<file path="src/rtl/mesi_pkg.sv">
package mesi_pkg;

    typedef enum logic [1:0] {
        ST_I = 2'b00,
        ST_S = 2'b01,
        ST_E = 2'b10,
        ST_M = 2'b11
    } line_state_e;

    typedef enum logic [1:0] {
        BC_NONE = 2'b00,
        BC_READ = 2'b01,
        BC_RFO  = 2'b10,
        BC_UPGR = 2'b11
    } bus_cmd_e;

    typedef enum logic [1:0] {
        WB_SNP_RD = 2'b00,
        WB_SNP_WR = 2'b01,
        WB_EVICT  = 2'b10
    } wb_cause_e;

    // Decision for the processor request.
    typedef struct packed {
        logic        ack;
        logic        bus;
        bus_cmd_e    cmd;
        logic        evict;
        line_state_e nst;
    } cpu_dec_t;

    // Decision for the snooped transaction.
    typedef struct packed {
        logic        hit;
        logic        shared;
        logic        dirty;
        logic        upd;
        line_state_e nst;
    } snp_dec_t;

    // State reached by a line when its bus transaction is granted.
    function automatic line_state_e fill_state(logic is_write, logic others_have);
        if (is_write)    return ST_M;
        if (others_have) return ST_S;
        return ST_E;
    endfunction

    // State reached by a line once its writeback completes.
    function automatic line_state_e after_wb(wb_cause_e cause);
        return (cause == WB_SNP_RD) ? ST_S : ST_I;
    endfunction

endpackage

</file>
<file path="src/rtl/mesi_line_store.sv">
module mesi_line_store
    import mesi_pkg::*;
#(
    parameter int NLINES = 8,
    parameter int TAG_W  = 7
) (
    input  logic                       clk,
    input  logic                       rst,
    input  logic                       wr_en,
    input  logic [$clog2(NLINES)-1:0]  wr_idx,
    input  line_state_e                wr_st,
    input  logic [TAG_W-1:0]           wr_tag,
    output line_state_e                st_q  [NLINES],
    output logic [TAG_W-1:0]           tag_q [NLINES]
);

    always_ff @(posedge clk) begin
        if (rst) begin
            for (int i = 0; i < NLINES; i++) begin
                st_q[i]  <= ST_I;
                tag_q[i] <= '0;
            end
        end else if (wr_en) begin
            st_q[wr_idx]  <= wr_st;
            tag_q[wr_idx] <= wr_tag;
        end
    end

endmodule

</file>
<file path="src/rtl/mesi_cpu_ctl.sv">
module mesi_cpu_ctl
    import mesi_pkg::*;
#(
    parameter int TAG_W = 7
) (
    input  logic              en,
    input  logic              req_valid,
    input  logic              req_write,
    input  logic [TAG_W-1:0]  req_tag,
    input  line_state_e       cur_st,
    input  logic [TAG_W-1:0]  cur_tag,
    input  logic              gnt,
    input  logic              shared_in,
    output cpu_dec_t          dec
);

    logic hit;
    logic owned;

    assign hit   = (cur_st != ST_I) && (cur_tag == req_tag);
    assign owned = (cur_st == ST_M) || (cur_st == ST_E);

    always_comb begin
        dec       = '0;
        dec.cmd   = BC_NONE;
        dec.nst   = cur_st;
        if (en && req_valid) begin
            if (hit && (!req_write || owned)) begin
                dec.ack = 1'b1;
                dec.nst = req_write ? ST_M : cur_st;
            end else if (!hit && cur_st == ST_M) begin
                dec.evict = 1'b1;
            end else begin
                dec.bus = 1'b1;
                if (!req_write)  dec.cmd = BC_READ;
                else if (hit)    dec.cmd = BC_UPGR;
                else             dec.cmd = BC_RFO;
                if (gnt) begin
                    dec.ack = 1'b1;
                    dec.nst = fill_state(req_write, shared_in);
                end
            end
        end
    end

endmodule

</file>
<file path="src/rtl/mesi_snoop_ctl.sv">
module mesi_snoop_ctl
    import mesi_pkg::*;
#(
    parameter int TAG_W = 7
) (
    input  logic              en,
    input  logic              snp_write,
    input  logic [TAG_W-1:0]  snp_tag,
    input  line_state_e       cur_st,
    input  logic [TAG_W-1:0]  cur_tag,
    output snp_dec_t          dec
);

    always_comb begin
        dec        = '0;
        dec.nst    = cur_st;
        dec.hit    = en && (cur_st != ST_I) && (cur_tag == snp_tag);
        dec.shared = dec.hit && !snp_write;
        dec.dirty  = dec.hit && (cur_st == ST_M);
        dec.upd    = dec.hit && !dec.dirty;
        if (dec.upd) dec.nst = snp_write ? ST_I : ST_S;
    end

endmodule

</file>
<file path="src/rtl/mesi_coherence_ctl.sv">
module mesi_coherence_ctl
    import mesi_pkg::*;
#(
    parameter int NLINES = 8,
    parameter int ADDR_W = 10
) (
    input  logic              clk,
    input  logic              rst,
    input  logic              cpu_valid,
    input  logic              cpu_write,
    input  logic [ADDR_W-1:0] cpu_addr,
    output logic              cpu_ack,
    output logic              bus_req,
    output logic [1:0]        bus_cmd,
    output logic [ADDR_W-1:0] bus_addr,
    input  logic              bus_gnt,
    input  logic              bus_shared_in,
    input  logic              snp_valid,
    input  logic              snp_write,
    input  logic [ADDR_W-1:0] snp_addr,
    output logic              snp_shared_out,
    output logic              snp_hold,
    output logic              wb_req,
    output logic [ADDR_W-1:0] wb_addr,
    input  logic              wb_done
);

    localparam int IDX_W = $clog2(NLINES);
    localparam int TAG_W = ADDR_W - IDX_W;

    logic [IDX_W-1:0] cpu_idx, snp_idx, wbq_idx, w_idx;
    logic [TAG_W-1:0] cpu_tag, snp_tag, wbq_tag, w_tag;
    line_state_e      line_st  [NLINES];
    logic [TAG_W-1:0] line_tag [NLINES];
    line_state_e      w_st;
    logic             w_en;

    logic              wb_busy;
    logic [ADDR_W-1:0] wb_addr_q;
    wb_cause_e         wb_cause_q;

    cpu_dec_t cd;
    snp_dec_t sd;
    logic     cpu_en, snp_en;

    assign cpu_idx = cpu_addr[IDX_W-1:0];
    assign cpu_tag = cpu_addr[ADDR_W-1:IDX_W];
    assign snp_idx = snp_addr[IDX_W-1:0];
    assign snp_tag = snp_addr[ADDR_W-1:IDX_W];
    assign wbq_idx = wb_addr_q[IDX_W-1:0];
    assign wbq_tag = wb_addr_q[ADDR_W-1:IDX_W];

    // Snoops take priority over the processor; both wait out a writeback.
    assign snp_en = !wb_busy && snp_valid;
    assign cpu_en = !wb_busy && !snp_valid;

    mesi_line_store #(.NLINES(NLINES), .TAG_W(TAG_W)) u_store (
        .clk    (clk),
        .rst    (rst),
        .wr_en  (w_en),
        .wr_idx (w_idx),
        .wr_st  (w_st),
        .wr_tag (w_tag),
        .st_q   (line_st),
        .tag_q  (line_tag)
    );

    mesi_cpu_ctl #(.TAG_W(TAG_W)) u_cpu (
        .en        (cpu_en),
        .req_valid (cpu_valid),
        .req_write (cpu_write),
        .req_tag   (cpu_tag),
        .cur_st    (line_st[cpu_idx]),
        .cur_tag   (line_tag[cpu_idx]),
        .gnt       (bus_gnt),
        .shared_in (bus_shared_in),
        .dec       (cd)
    );

    mesi_snoop_ctl #(.TAG_W(TAG_W)) u_snp (
        .en        (snp_en),
        .snp_write (snp_write),
        .snp_tag   (snp_tag),
        .cur_st    (line_st[snp_idx]),
        .cur_tag   (line_tag[snp_idx]),
        .dec       (sd)
    );

    // Single write port into the line store.
    always_comb begin
        w_en  = 1'b0;
        w_idx = cpu_idx;
        w_st  = cd.nst;
        w_tag = cpu_tag;
        if (wb_busy) begin
            w_en  = wb_done;
            w_idx = wbq_idx;
            w_st  = after_wb(wb_cause_q);
            w_tag = wbq_tag;
        end else if (snp_valid) begin
            w_en  = sd.upd;
            w_idx = snp_idx;
            w_st  = sd.nst;
            w_tag = snp_tag;
        end else begin
            w_en  = cd.ack;
        end
    end

    always_ff @(posedge clk) begin
        if (rst) begin
            wb_busy    <= 1'b0;
            wb_addr_q  <= '0;
            wb_cause_q <= WB_EVICT;
        end else if (wb_busy) begin
            if (wb_done) wb_busy <= 1'b0;
        end else if (sd.dirty) begin
            wb_busy    <= 1'b1;
            wb_addr_q  <= snp_addr;
            wb_cause_q <= snp_write ? WB_SNP_WR : WB_SNP_RD;
        end else if (cd.evict) begin
            wb_busy    <= 1'b1;
            wb_addr_q  <= {line_tag[cpu_idx], cpu_idx};
            wb_cause_q <= WB_EVICT;
        end
    end

    assign cpu_ack        = cd.ack;
    assign bus_req        = cd.bus;
    assign bus_cmd        = cd.cmd;
    assign bus_addr       = cpu_addr;
    assign snp_shared_out = sd.shared;
    assign snp_hold       = wb_busy || sd.dirty;
    assign wb_req         = wb_busy;
    assign wb_addr        = wb_addr_q;

    // ---------------- assertions ----------------
    for (genvar gi = 0; gi < NLINES; gi++) begin : g_rst_chk
        a_r1_reset_invalid: assert property (@(posedge clk)
            rst |=> line_st[gi] == ST_I);
    end

    a_r2_fill_follows_shared: assert property (@(posedge clk) disable iff (rst)
        (cpu_ack && bus_req && !cpu_write)
        |=> line_st[$past(cpu_idx)] == ($past(bus_shared_in) ? ST_S : ST_E));

    a_r4_write_ends_modified: assert property (@(posedge clk) disable iff (rst)
        (cpu_ack && cpu_write) |=> line_st[$past(cpu_idx)] == ST_M);

    a_r7_snoop_read_downgrades: assert property (@(posedge clk) disable iff (rst)
        (snp_valid && !snp_write && snp_shared_out && !snp_hold)
        |=> line_st[$past(snp_idx)] == ST_S);

    a_r8_snoop_write_clears: assert property (@(posedge clk) disable iff (rst)
        (snp_valid && snp_write && !snp_hold)
        |=> (line_st[$past(snp_idx)] == ST_I) || (line_tag[$past(snp_idx)] != $past(snp_tag)));

    a_r9_hold_during_wb: assert property (@(posedge clk) disable iff (rst)
        wb_req |-> snp_hold);

    a_r9_dirty_snoop_starts_wb: assert property (@(posedge clk) disable iff (rst)
        (snp_hold && !wb_req) |=> wb_req);

    a_r11_snoop_blocks_cpu: assert property (@(posedge clk) disable iff (rst)
        snp_valid |-> (!cpu_ack && !bus_req));

endmodule

</file>
<file path="config.mk">
export PLATFORM = sky130hd
export DESIGN_NAME = mesi_coherence_ctl
export DESIGN_NICKNAME = d
export VERILOG_FILES = /design/src/rtl/mesi_pkg.sv /design/src/rtl/mesi_line_store.sv /design/src/rtl/mesi_cpu_ctl.sv /design/src/rtl/mesi_snoop_ctl.sv /design/src/rtl/mesi_coherence_ctl.sv
export SDC_FILE = /design/constraint.sdc
export NUM_CORES = 1
export LEC_CHECK = 0
export BUFFER_PORTS_ARGS = -buffer_cell sky130_fd_sc_hd__buf_2
export CAP_MARGIN = 20
export CORE_UTILIZATION = 35
export CTS_CLUSTER_SIZE = 24
export DETAILED_ROUTE_END_ITERATION = 7
export GPL_TIMING_DRIVEN = 0
export PLACE_DENSITY = 0.55
export SYNTH_ARGS = -nofsm -noshare
export SYNTH_HDL_FRONTEND = slang
export SYNTH_HIERARCHICAL = 1
export SYNTH_SLANG_ARGS = --single-unit
export TNS_END_PERCENT = 30
</file>
<file path="constraint.sdc">
create_clock -name clk -period 14.5 [get_ports clk]
set_input_delay 4.35 -clock clk [delete_from_list [all_inputs] [get_ports clk]]
set_output_delay 4.35 -clock clk [all_outputs]
set_load 0.005 [all_outputs]
</file>
==> impl_metrics.env <==
export IMPL_status="complete, no violations"
export IMPL_path_cells="buf_2 > or2_2 > clkbuf_1 > o22ai_1 > nor2_1 > xnor2_1 > nand4_1 > nor4_2 > buf_4 > o21ai_0 > a21oi_1 > buf_2"
export IMPL_stdcell_count=771
export IMPL_synth_area_um2=5380
export IMPL_grt_max_degree=15
export IMPL_num_rows=44
export IMPL_clock_fmax_mhz=86.5
export IMPL_grt_pass1_vias=4103
export IMPL_ctsLongestPathBuffers=2
export IMPL_h_tree_depth=3
export IMPL_crit_arrival_ns=7.21
export IMPL_drt_wl_total_um=14800
export IMPL_power_density_nw_per_um2=87.6
export IMPL_diodes=0
export IMPL_numCtsBuffers=9
export IMPL_grt_use_met1_pct=25.8
export IMPL_clock_latency_ns=0.34
export IMPL_avgSynthCellArea_um2=10.3
export IMPL_grt_util_met3_pct=3.70
export IMPL_leakagePower_nw=2.81
export IMPL_vias_per_cell=5.45
export IMPL_wire_per_inst_um=19.2
export IMPL_post_route_min_period_ns=11.56
export IMPL_max_cap_viol_count=0
export IMPL_cts_sinks=85
export IMPL_post_cts_setup_buffers=0
export IMPL_final_setup_tns_ns=0
export IMPL_cpMaxStageDelayCell="nor4_2"
export IMPL_syn2layout_area_growth_pct=14.8
export IMPL_irDropWorstVdd_mv=0.0546
export IMPL_slew_violations=0
export IMPL_grt_use_met2_pct=30.7
export IMPL_drcViolationCount=0
export IMPL_grt_ovfl_total=0
export IMPL_worst_slew_pin_slew_ns=0.919
export IMPL_hold_class="reg2reg"
export IMPL_critPathKind="in2out"
export IMPL_path_common_cell="buf_2"
export IMPL_grt_pass1_wl_um=23200
export IMPL_rsz0062_at_grt="no"
export IMPL_cts_root_buf="clkbuf_16"
export IMPL_relSlewSlack_pct=38.1
export IMPL_busiest_layer="met2"
export IMPL_die_area_um2=15900
export IMPL_drt_first_pass_iters=5
export IMPL_vias=4200
export IMPL_drt_iter0_markers=270
export IMPL_final_common_cell="mux2i_1"
export IMPL_cts_resized=0
export IMPL_cts_tree="yes"
export IMPL_dp_hpwl_um=10900
export IMPL_initial_core_util_pct=36.5
export IMPL_die_y_um=126
export IMPL_core_area_um2=14800
export IMPL_synthesis_yosys_warnings=6
export IMPL_cp_start_kind="input port"
export IMPL_io_pins=56
export IMPL_antenna_found_initial=0
export IMPL_layout_nets=611
export IMPL_synth_cells=522
export IMPL_period_share_pct=79.7
export IMPL_grt_use_total_pct=19.1
export IMPL_routabilityCongestion=0.852
export IMPL_end_kind="output port"
export IMPL_finalHoldViolCount=0
export IMPL_drive_above_1_share_pct=25.6
export IMPL_path_clk_slew_ns=0.06
export IMPL_postCtsHoldBufs=0
export IMPL_cp_max_fo=10
export IMPL_max_stage_delay_ns=0.50
export IMPL_fin_skew_ns=0.00855
export IMPL_die_w_um=126
export IMPL_finalSetupViolCount=0
export IMPL_port_buffers=49
export IMPL_place_inst=755
export IMPL_critPathRequiredTime_ns=10.15
export IMPL_ant_nets=0
export IMPL_mostFrequentLayoutCells="mux2i_1, dfxtp_1, nand2b_1"
export IMPL_synth_fp_nets=551
==> worst paths after layout <==
kind                      from           endpoint  slack [ns]  cells past startpoint
max                cpu_addr[1]            cpu_ack        2.94                     12
min reg2reg  u_store/tag_q[49]  u_store/tag_q[49]        0.49                      2
max reg2reg  u_store/tag_q[55]   u_store/st_q[15]       10.31                     14
min          u_store/tag_q[49]  u_store/tag_q[49]        0.49                      2
==> metrics by stage <==
stage                     hold slack [ns]  area (µm²)  power, mW  util [%]  worst slack, ns
after floorplan                     0.454        5380      0.279         -             3.50
after global placement              0.465        5860      0.299      39.7             2.98
after detailed placement            0.475        5860      0.300      39.7             2.96
final                               0.485        6180      0.541      41.9             2.94
after CTS                           0.484        6180      0.547      41.9             2.96
after global routing                0.512        6180      0.563      41.9             2.75
==> worst max-delay path: cells and delay by family <==
family	cells	cell delay, ns
simple gates	4	1.06
compound gates	3	0.76
xor+xnor	1	0.21
buf+inv	4	0.82
==> power breakdown <==
part	leakage [nW]	total (mW)	switching, mW	internal (mW)
combinational	1.97	0.0603	0.0343	0.0260
clock	0.159	0.246	0.0933	0.153
sequential	0.685	0.235	0.000565	0.234
==> layer usage <==
| metal | routed length [µm] | vias up |
|---|---|---|
| met4 | 248 | 0 |
| met2 | 6740 | 107 |
| li1 | - | 2010 |
| met5 | 0 | - |
| met1 | 7090 | 2067 |
| met3 | 725 | 16 |
==> flip-flops by register name, summed over array words and instances (netlist names) <==
name / cells
u_store/tag_q: 56
wb_req: 1
u_store/st_q: 16
wb_cause_q: 2
wb_addr: 10
==> area by class of cell <==
| class | count | area [µm²] |
|---|---|---|
| sequential | 85 | 1700 |
| clock inverter | 2 | 38.8 |
| multi-input combinational | 377 | 3320 |
| buffer | 58 | 352 |
| timing repair buffer | 49 | 245 |
| inverter | 2 | 7.51 |
| clock buffer | 14 | 284 |
| tap | 184 | 230 |
| fill | 1446 | 8570 |
Note: power is estimated with default switching activity, not from simulation.
